[config.mk]
export PLATFORM = sky130hd
export DESIGN_NAME = evict_steer
export DESIGN_NICKNAME = d
export VERILOG_FILES = /design/src/rtl/evs_pkg.sv /design/src/rtl/evs_classify.sv /design/src/rtl/evs_remap.sv /design/src/rtl/evs_hold_stage.sv /design/src/rtl/evict_steer.sv
export SDC_FILE = /design/constraint.sdc
export NUM_CORES = 1
export LEC_CHECK = 0
export ABC_CLOCK_PERIOD_IN_PS = 41900
export BUFFER_PORTS_ARGS = -buffer_cell sky130_fd_sc_hd__buf_2
export CORE_AREA = 2 2 456 458
export DETAILED_ROUTE_END_ITERATION = 12
export DIE_AREA = 0 0 458 460
export PLACE_DENSITY = 0.36
export SYNTH_ARGS = -nofsm -noshare
export SYNTH_HDL_FRONTEND = slang
export SYNTH_SLANG_ARGS = --single-unit
[constraint.sdc]
create_clock -name clk -period 41.9 [get_ports clk]
set_clock_uncertainty 0.15 [all_clocks]
set_input_delay 6.285 -clock clk [delete_from_list [all_inputs] [get_ports clk]]
set_output_delay 6.285 -clock clk [all_outputs]
set_load 0.05 [all_outputs]
[src/rtl/evs_pkg.sv]
package evs_pkg;
  typedef enum logic {
    ROUTE_HOME = 1'b0,
    ROUTE_PARK = 1'b1
  } route_e;
endpackage

[src/rtl/evs_classify.sv]
module evs_classify #(
  parameter int ADDR_W   = 40,
  parameter int NODE_W   = 8,
  parameter int NODE_LSB = 32
) (
  input  logic [ADDR_W-1:0] addr,
  input  logic [NODE_W-1:0] my_node,
  output evs_pkg::route_e   route
);
  logic [NODE_W-1:0] owner;

  assign owner = addr[NODE_LSB +: NODE_W];

  always_comb begin
    route = (owner == my_node) ? evs_pkg::ROUTE_HOME : evs_pkg::ROUTE_PARK;
  end
endmodule

[src/rtl/evs_remap.sv]
module evs_remap #(
  parameter int ADDR_W     = 40,
  parameter int LINE_BYTES = 64,
  parameter int MAX_LOG2   = 20,
  parameter int LOG_W      = 5
) (
  input  logic [ADDR_W-1:0] addr,
  input  evs_pkg::route_e   route,
  input  logic [ADDR_W-1:0] base,
  input  logic [LOG_W-1:0]  size_log2,
  output logic [ADDR_W-1:0] out_addr
);
  localparam int OFFS_W = $clog2(LINE_BYTES);
  localparam int IDX_W  = ADDR_W - OFFS_W;

  logic [LOG_W-1:0]  eff_log2;
  logic [IDX_W-1:0]  line_num;
  logic [IDX_W-1:0]  slot_mask;
  logic [IDX_W-1:0]  slot;
  logic [ADDR_W-1:0] park_addr;

  // clamp the window size code so it never exceeds the reserved storage
  always_comb begin
    if (int'(size_log2) > MAX_LOG2) eff_log2 = LOG_W'(MAX_LOG2);
    else                            eff_log2 = size_log2;
  end

  assign line_num  = addr[ADDR_W-1:OFFS_W];
  assign slot_mask = (IDX_W'(1) << eff_log2) - IDX_W'(1);
  assign slot      = line_num & slot_mask;
  assign park_addr = base + {slot, {OFFS_W{1'b0}}};

  always_comb begin
    out_addr = (route == evs_pkg::ROUTE_PARK) ? park_addr : addr;
  end
endmodule

[src/rtl/evs_hold_stage.sv]
module evs_hold_stage #(
  parameter int ADDR_W = 40,
  parameter int DATA_W = 512
) (
  input  logic              clk,
  input  logic              rst_n,
  input  logic              in_valid,
  output logic              in_ready,
  input  logic [ADDR_W-1:0] in_addr,
  input  logic [DATA_W-1:0] in_data,
  input  logic              in_park,
  output logic              out_valid,
  input  logic              out_ready,
  output logic [ADDR_W-1:0] out_addr,
  output logic [DATA_W-1:0] out_data,
  output logic              out_park
);
  // intake only when the downstream side drains this cycle: one slot, no skid
  assign in_ready = out_ready;

  always_ff @(posedge clk) begin
    if (!rst_n) begin
      out_valid <= 1'b0;
    end else if (out_ready) begin
      out_valid <= in_valid;
    end
  end

  always_ff @(posedge clk) begin
    if (out_ready && in_valid) begin
      out_addr <= in_addr;
      out_data <= in_data;
      out_park <= in_park;
    end
  end

  AST_STALL_HOLD: assert property (@(posedge clk) disable iff (!rst_n)
    out_valid && !out_ready |=> out_valid && $stable(out_addr) && $stable(out_data) && $stable(out_park));
endmodule

[src/rtl/evict_steer.sv]
module evict_steer #(
  parameter int ADDR_W     = 40,
  parameter int DATA_W     = 512,
  parameter int NODE_W     = 8,
  parameter int NODE_LSB   = 32,
  parameter int LINE_BYTES = 64,
  parameter int MAX_LOG2   = 20,
  parameter int LOG_W      = $clog2(MAX_LOG2 + 1)
) (
  input  logic              clk,
  input  logic              rst_n,
  input  logic [NODE_W-1:0] cfg_node_id,
  input  logic [ADDR_W-1:0] cfg_region_base,
  input  logic [LOG_W-1:0]  cfg_region_log2,
  input  logic              wb_valid,
  output logic              wb_ready,
  input  logic [ADDR_W-1:0] wb_addr,
  input  logic [DATA_W-1:0] wb_data,
  output logic              dq_valid,
  input  logic              dq_ready,
  output logic [ADDR_W-1:0] dq_addr,
  output logic [DATA_W-1:0] dq_data,
  output logic              dq_redirected
);
  evs_pkg::route_e   route;
  logic [ADDR_W-1:0] steer_addr;

  evs_classify #(
    .ADDR_W(ADDR_W), .NODE_W(NODE_W), .NODE_LSB(NODE_LSB)
  ) u_class (
    .addr(wb_addr), .my_node(cfg_node_id), .route(route)
  );

  evs_remap #(
    .ADDR_W(ADDR_W), .LINE_BYTES(LINE_BYTES), .MAX_LOG2(MAX_LOG2), .LOG_W(LOG_W)
  ) u_remap (
    .addr(wb_addr), .route(route), .base(cfg_region_base),
    .size_log2(cfg_region_log2), .out_addr(steer_addr)
  );

  evs_hold_stage #(
    .ADDR_W(ADDR_W), .DATA_W(DATA_W)
  ) u_stage (
    .clk(clk), .rst_n(rst_n),
    .in_valid(wb_valid), .in_ready(wb_ready),
    .in_addr(steer_addr), .in_data(wb_data),
    .in_park(route == evs_pkg::ROUTE_PARK),
    .out_valid(dq_valid), .out_ready(dq_ready),
    .out_addr(dq_addr), .out_data(dq_data), .out_park(dq_redirected)
  );

  AST_ACCEPT_ISSUES: assert property (@(posedge clk) disable iff (!rst_n)
    wb_valid && wb_ready |=> dq_valid);
  AST_DATA_PASS: assert property (@(posedge clk) disable iff (!rst_n)
    wb_valid && wb_ready |=> dq_data == $past(wb_data));
  AST_HOME_UNCHANGED: assert property (@(posedge clk) disable iff (!rst_n)
    wb_valid && wb_ready && (wb_addr[NODE_LSB +: NODE_W] == cfg_node_id)
    |=> !dq_redirected && dq_addr == $past(wb_addr));
  AST_FOREIGN_PARKED: assert property (@(posedge clk) disable iff (!rst_n)
    wb_valid && wb_ready && (wb_addr[NODE_LSB +: NODE_W] != cfg_node_id)
    |=> dq_redirected);
endmodule

==> impl_metrics.csv <==
group,metric,value,unit
run,drv_cap,0,
floorplanning,start_util,9.485,%
global_routing,grt_pass1_vias,14970,
sta,final.setup.worst_slack,28.69,ns
setup_path,crit_path_cell_trace,"buf_2 > buf_2",
layout,final_area,0.03152,mm2
place,gp_congestion,0.8918,
sta,rsz0062_at_grt,"no",
setup_path,critPathCapture,"wb_ready",
setup_path,critPathBufInv,2,
synthesis,syn-cell-area,0.01954,mm2
worst_hold_path,holdCritPathClass,"reg -> reg",
setup_path,reg2reg_to,"u_stage.out_valid",
sta,slew_headroom,36.22,%
setup_path,r2r_slack,41.06,ns
route,drt_iter0_markers,1477,
sta,slew_viol_final,0,
route,vias,16120,
sta,fin_tns_setup,0,ns
setup_path,crit_path_end_kind,"primary output",
clocking,cts_made_buffers,79,
outcome,status,"finished, final reports clean",
place,dp_hpwl,142500,um
sta,period_share,31.53,%
synthesis,synth_compound_area_share,5.749,%
setup_path,required,35.47,ns
route,first_pass_iters,6,
clocking,root_buffer,"clkbuf_16",
global_routing,grt_pass1_wl,192000,um
power,powerDensity,51.81,mW/mm2
synthesis,ys.flop_type,"edfxtp_1",
layout,drive_gt1_share,56.56,%
synthesis,yosys.cell_types.count,61,
clocking,post_cts_resized,0,
setup_path,ff2ff_path_depth,2,
worst_hold_path,hold_path_depth,2,
synthesis,syn_inst,1013,
setup_path,r2r-start,"u_stage.out_valid",
setup_path,cp_num_cells,2,
global_routing,grt_overflow_total,0,
floorplanning,core_area,0.2060,mm2
floorplanning,io_pins,1164,
sta,setup_viol,0,
synthesis,ys_ff_latch,554,
clocking,cts_htree_levels,3,
synthesis,synth-simple-area-share,4.706,%
place,port_buffers,1163,
synthesis,synth_top_family_by_area,"compound AO/OA/AOI/OAI gates",
floorplanning,num_rows,167,
place,preCtsSetupSlack,28.67,ns
clocking,clock_latency,0.70,ns
global_routing,grt_max_degree,70,
setup_path,critPathArrivalTime,6.77,ns
power,peakVddDrop,26.59,uV
global_routing,grt_antenna_before_repair,356,
power,leakagePower,0.01234,uW
setup_path,worst_setup_path_start_kind,"input pin",
route,ant_nets,0,
clocking,cts_tree,"yes",
place,dp.cells,4875,
clocking,cts_setup_buffers,0,
setup_path,cp_common_cell,"buf_2",
synthesis,muxShareOfSynthArea,0.1024,%
setup_path,slowest_delay,0.30,ns
floorplanning,die_y,460,um
sta,clock.fmax,75.71,MHz
layout,layout.nets,2896,
route,wirelength,162200,um
synthesis,synthArstFlopShare,0,%
layout,utilization,15.30,%
synthesis,synth_edf_count,553,
setup_path,startpoint,"dq_ready",
floorplanning,die_area,0.2107,mm2
floorplanning,dieWidth,458,um
place,postPlaceCellArea,0.02877,mm2
layout,areaGrowthSynthToFinish,61.28,%
setup_path,cpMaxStageDelayCell,"buf_2",
clocking,ctsLongestPathBuffers,3,
synthesis,synth_adder_area_share,2.279,%
clocking,clk_pin_slew,0.06,ns
global_routing,grt_usage,14.72,%
setup_path,cp_top_family,"buffers and inverters",
synthesis,ys_warn_count,0,
synthesis,synth_xor_area_share,1.389,%
clocking,clock_sinks,554,
route,via_per_inst,3.168,
clocking,postCtsHoldBufs,0,
sta,hold_viol,0,
setup_path,cp_max_fo,3,
synthesis,yosysSeqAreaShare,85.08,%
route,drc,0,
route,wl_per_cell,31.87,um
synthesis,syn_area_per_cell,19.29,um2
setup_path,worstSetupPathType,"in -> out",
layout,fin_cells,5088,
sta,fin_crit,13.21,ns
sta,worst_pin_slew,0.9568,ns
==> placed cells by master, fill, tap and decap left out, drive strengths merged, types with 14 or more instances in the layout <==
cell type and n:
inv 14, clkinv 34, and2 21, xor2 18
nand2 70, clkbuf 92, a21oi 50, buf 1174
edfxtp 553, o21ai 46, ha 34, diode 73
nor2 41
==> flip-flops by register name (all words and copies together) (netlist names) <==
| register | count |
|---|---|
| u_stage.out_addr | 40 |
| u_stage.out_valid | 1 |
| u_stage.out_park | 1 |
| u_stage.out_data | 512 |
==> logic make-up after synthesis <==
group	Yosys count
adders and majority gates	35
buffers and inverters	34
DFF	554
and+or+nand+nor	191
AOI/OAI and AO/OA	165
muxes	2
xor gates and xnor gates	31
other	1
==> cell usage after synthesis, types with 2 or more instances <==
library cell,number,area [um2]
o21ai_0,35,175.2
edfxtp_1,553,16610
nand2_1,70,262.8
xnor2_1,13,113.9
and4_1,2,17.52
o31ai_2,2,25.02
a211o_1,3,26.28
o2111ai_1,4,35.03
ha_1,34,425.4
nand4_1,3,18.77
and3_1,7,43.79
xor2_1,18,157.7
o31ai_1,5,37.54
nand2b_1,7,43.79
o21ai_2,2,17.52
or2_2,2,12.51
and2_1,20,125.1
a21o_1,10,75.07
nor2_1,41,153.9
o311ai_0,2,17.52
o21bai_1,2,15.01
a2111oi_2,2,30.03
a21boi_0,4,30.03
or3_1,7,43.79
a31o_2,2,17.52
nor3_1,11,55.05
mux2i_1,2,20.02
nor2b_1,7,43.79
a31oi_1,4,25.02
o21ai_1,9,45.04
clkbuf_1,19,71.32
inv_1,13,48.80
o211ai_1,3,22.52
nand3_1,6,30.03
a21oi_1,50,250.2
a211oi_1,7,52.55
o21a_1,7,52.55
nor4_1,2,12.51
==> final cells by class <==
cell class                 count  area, um2
sequential                   554      16630
timing repair buffer        1174       5903
multi-input combinational    430       2806
inverter                      13      48.80
antenna                       73      182.7
tap                         2704       3383
fill                       22990     174500
clock inverter                48      543.0
clock buffer                  92       2026
==> routing by layer <==
layer / global-route usage, % / vias up / part of all wire [%]
li1: - / 6553 / -
met5: 0 / - / 1.0
met3: 11.92 / 606 / 18
met2: 24.11 / 1305 / 47
met1: 14.17 / 7403 / 32
met4: 3.656 / 250 / 2.8
==> tightest hold or removal path, cell delays in order (launching register included) <==
cell	delay [ns]
dfxtp_1	0.32
nor2b_1	0.14
o21a_1	0.11
==> metrics by stage <==
step                power (uW)  hold slack [ns]
global route              1696           0.4572
global placement         964.9           0.4241
floorplan                860.3           0.7027
finish                    1633           0.4432
CTS                       1674           0.4546
detailed placement       965.5           0.4413
==> how the worst min path moves through the flow <==
stage | to | from
final | u_stage.out_valid | u_stage.out_valid
after detailed placement | u_stage.out_valid | u_stage.out_valid
after floorplan | u_stage.out_valid | u_stage.out_valid
after CTS | u_stage.out_valid | u_stage.out_valid
after global placement | u_stage.out_valid | u_stage.out_valid
after global routing | u_stage.out_valid | u_stage.out_valid
==> power breakdown <==
part	switching, uW	internal [uW]
clock	284	402
sequential	10.8	655
combinational	222	59.8
total	516	1120
(Power assumes the default switching activity.)
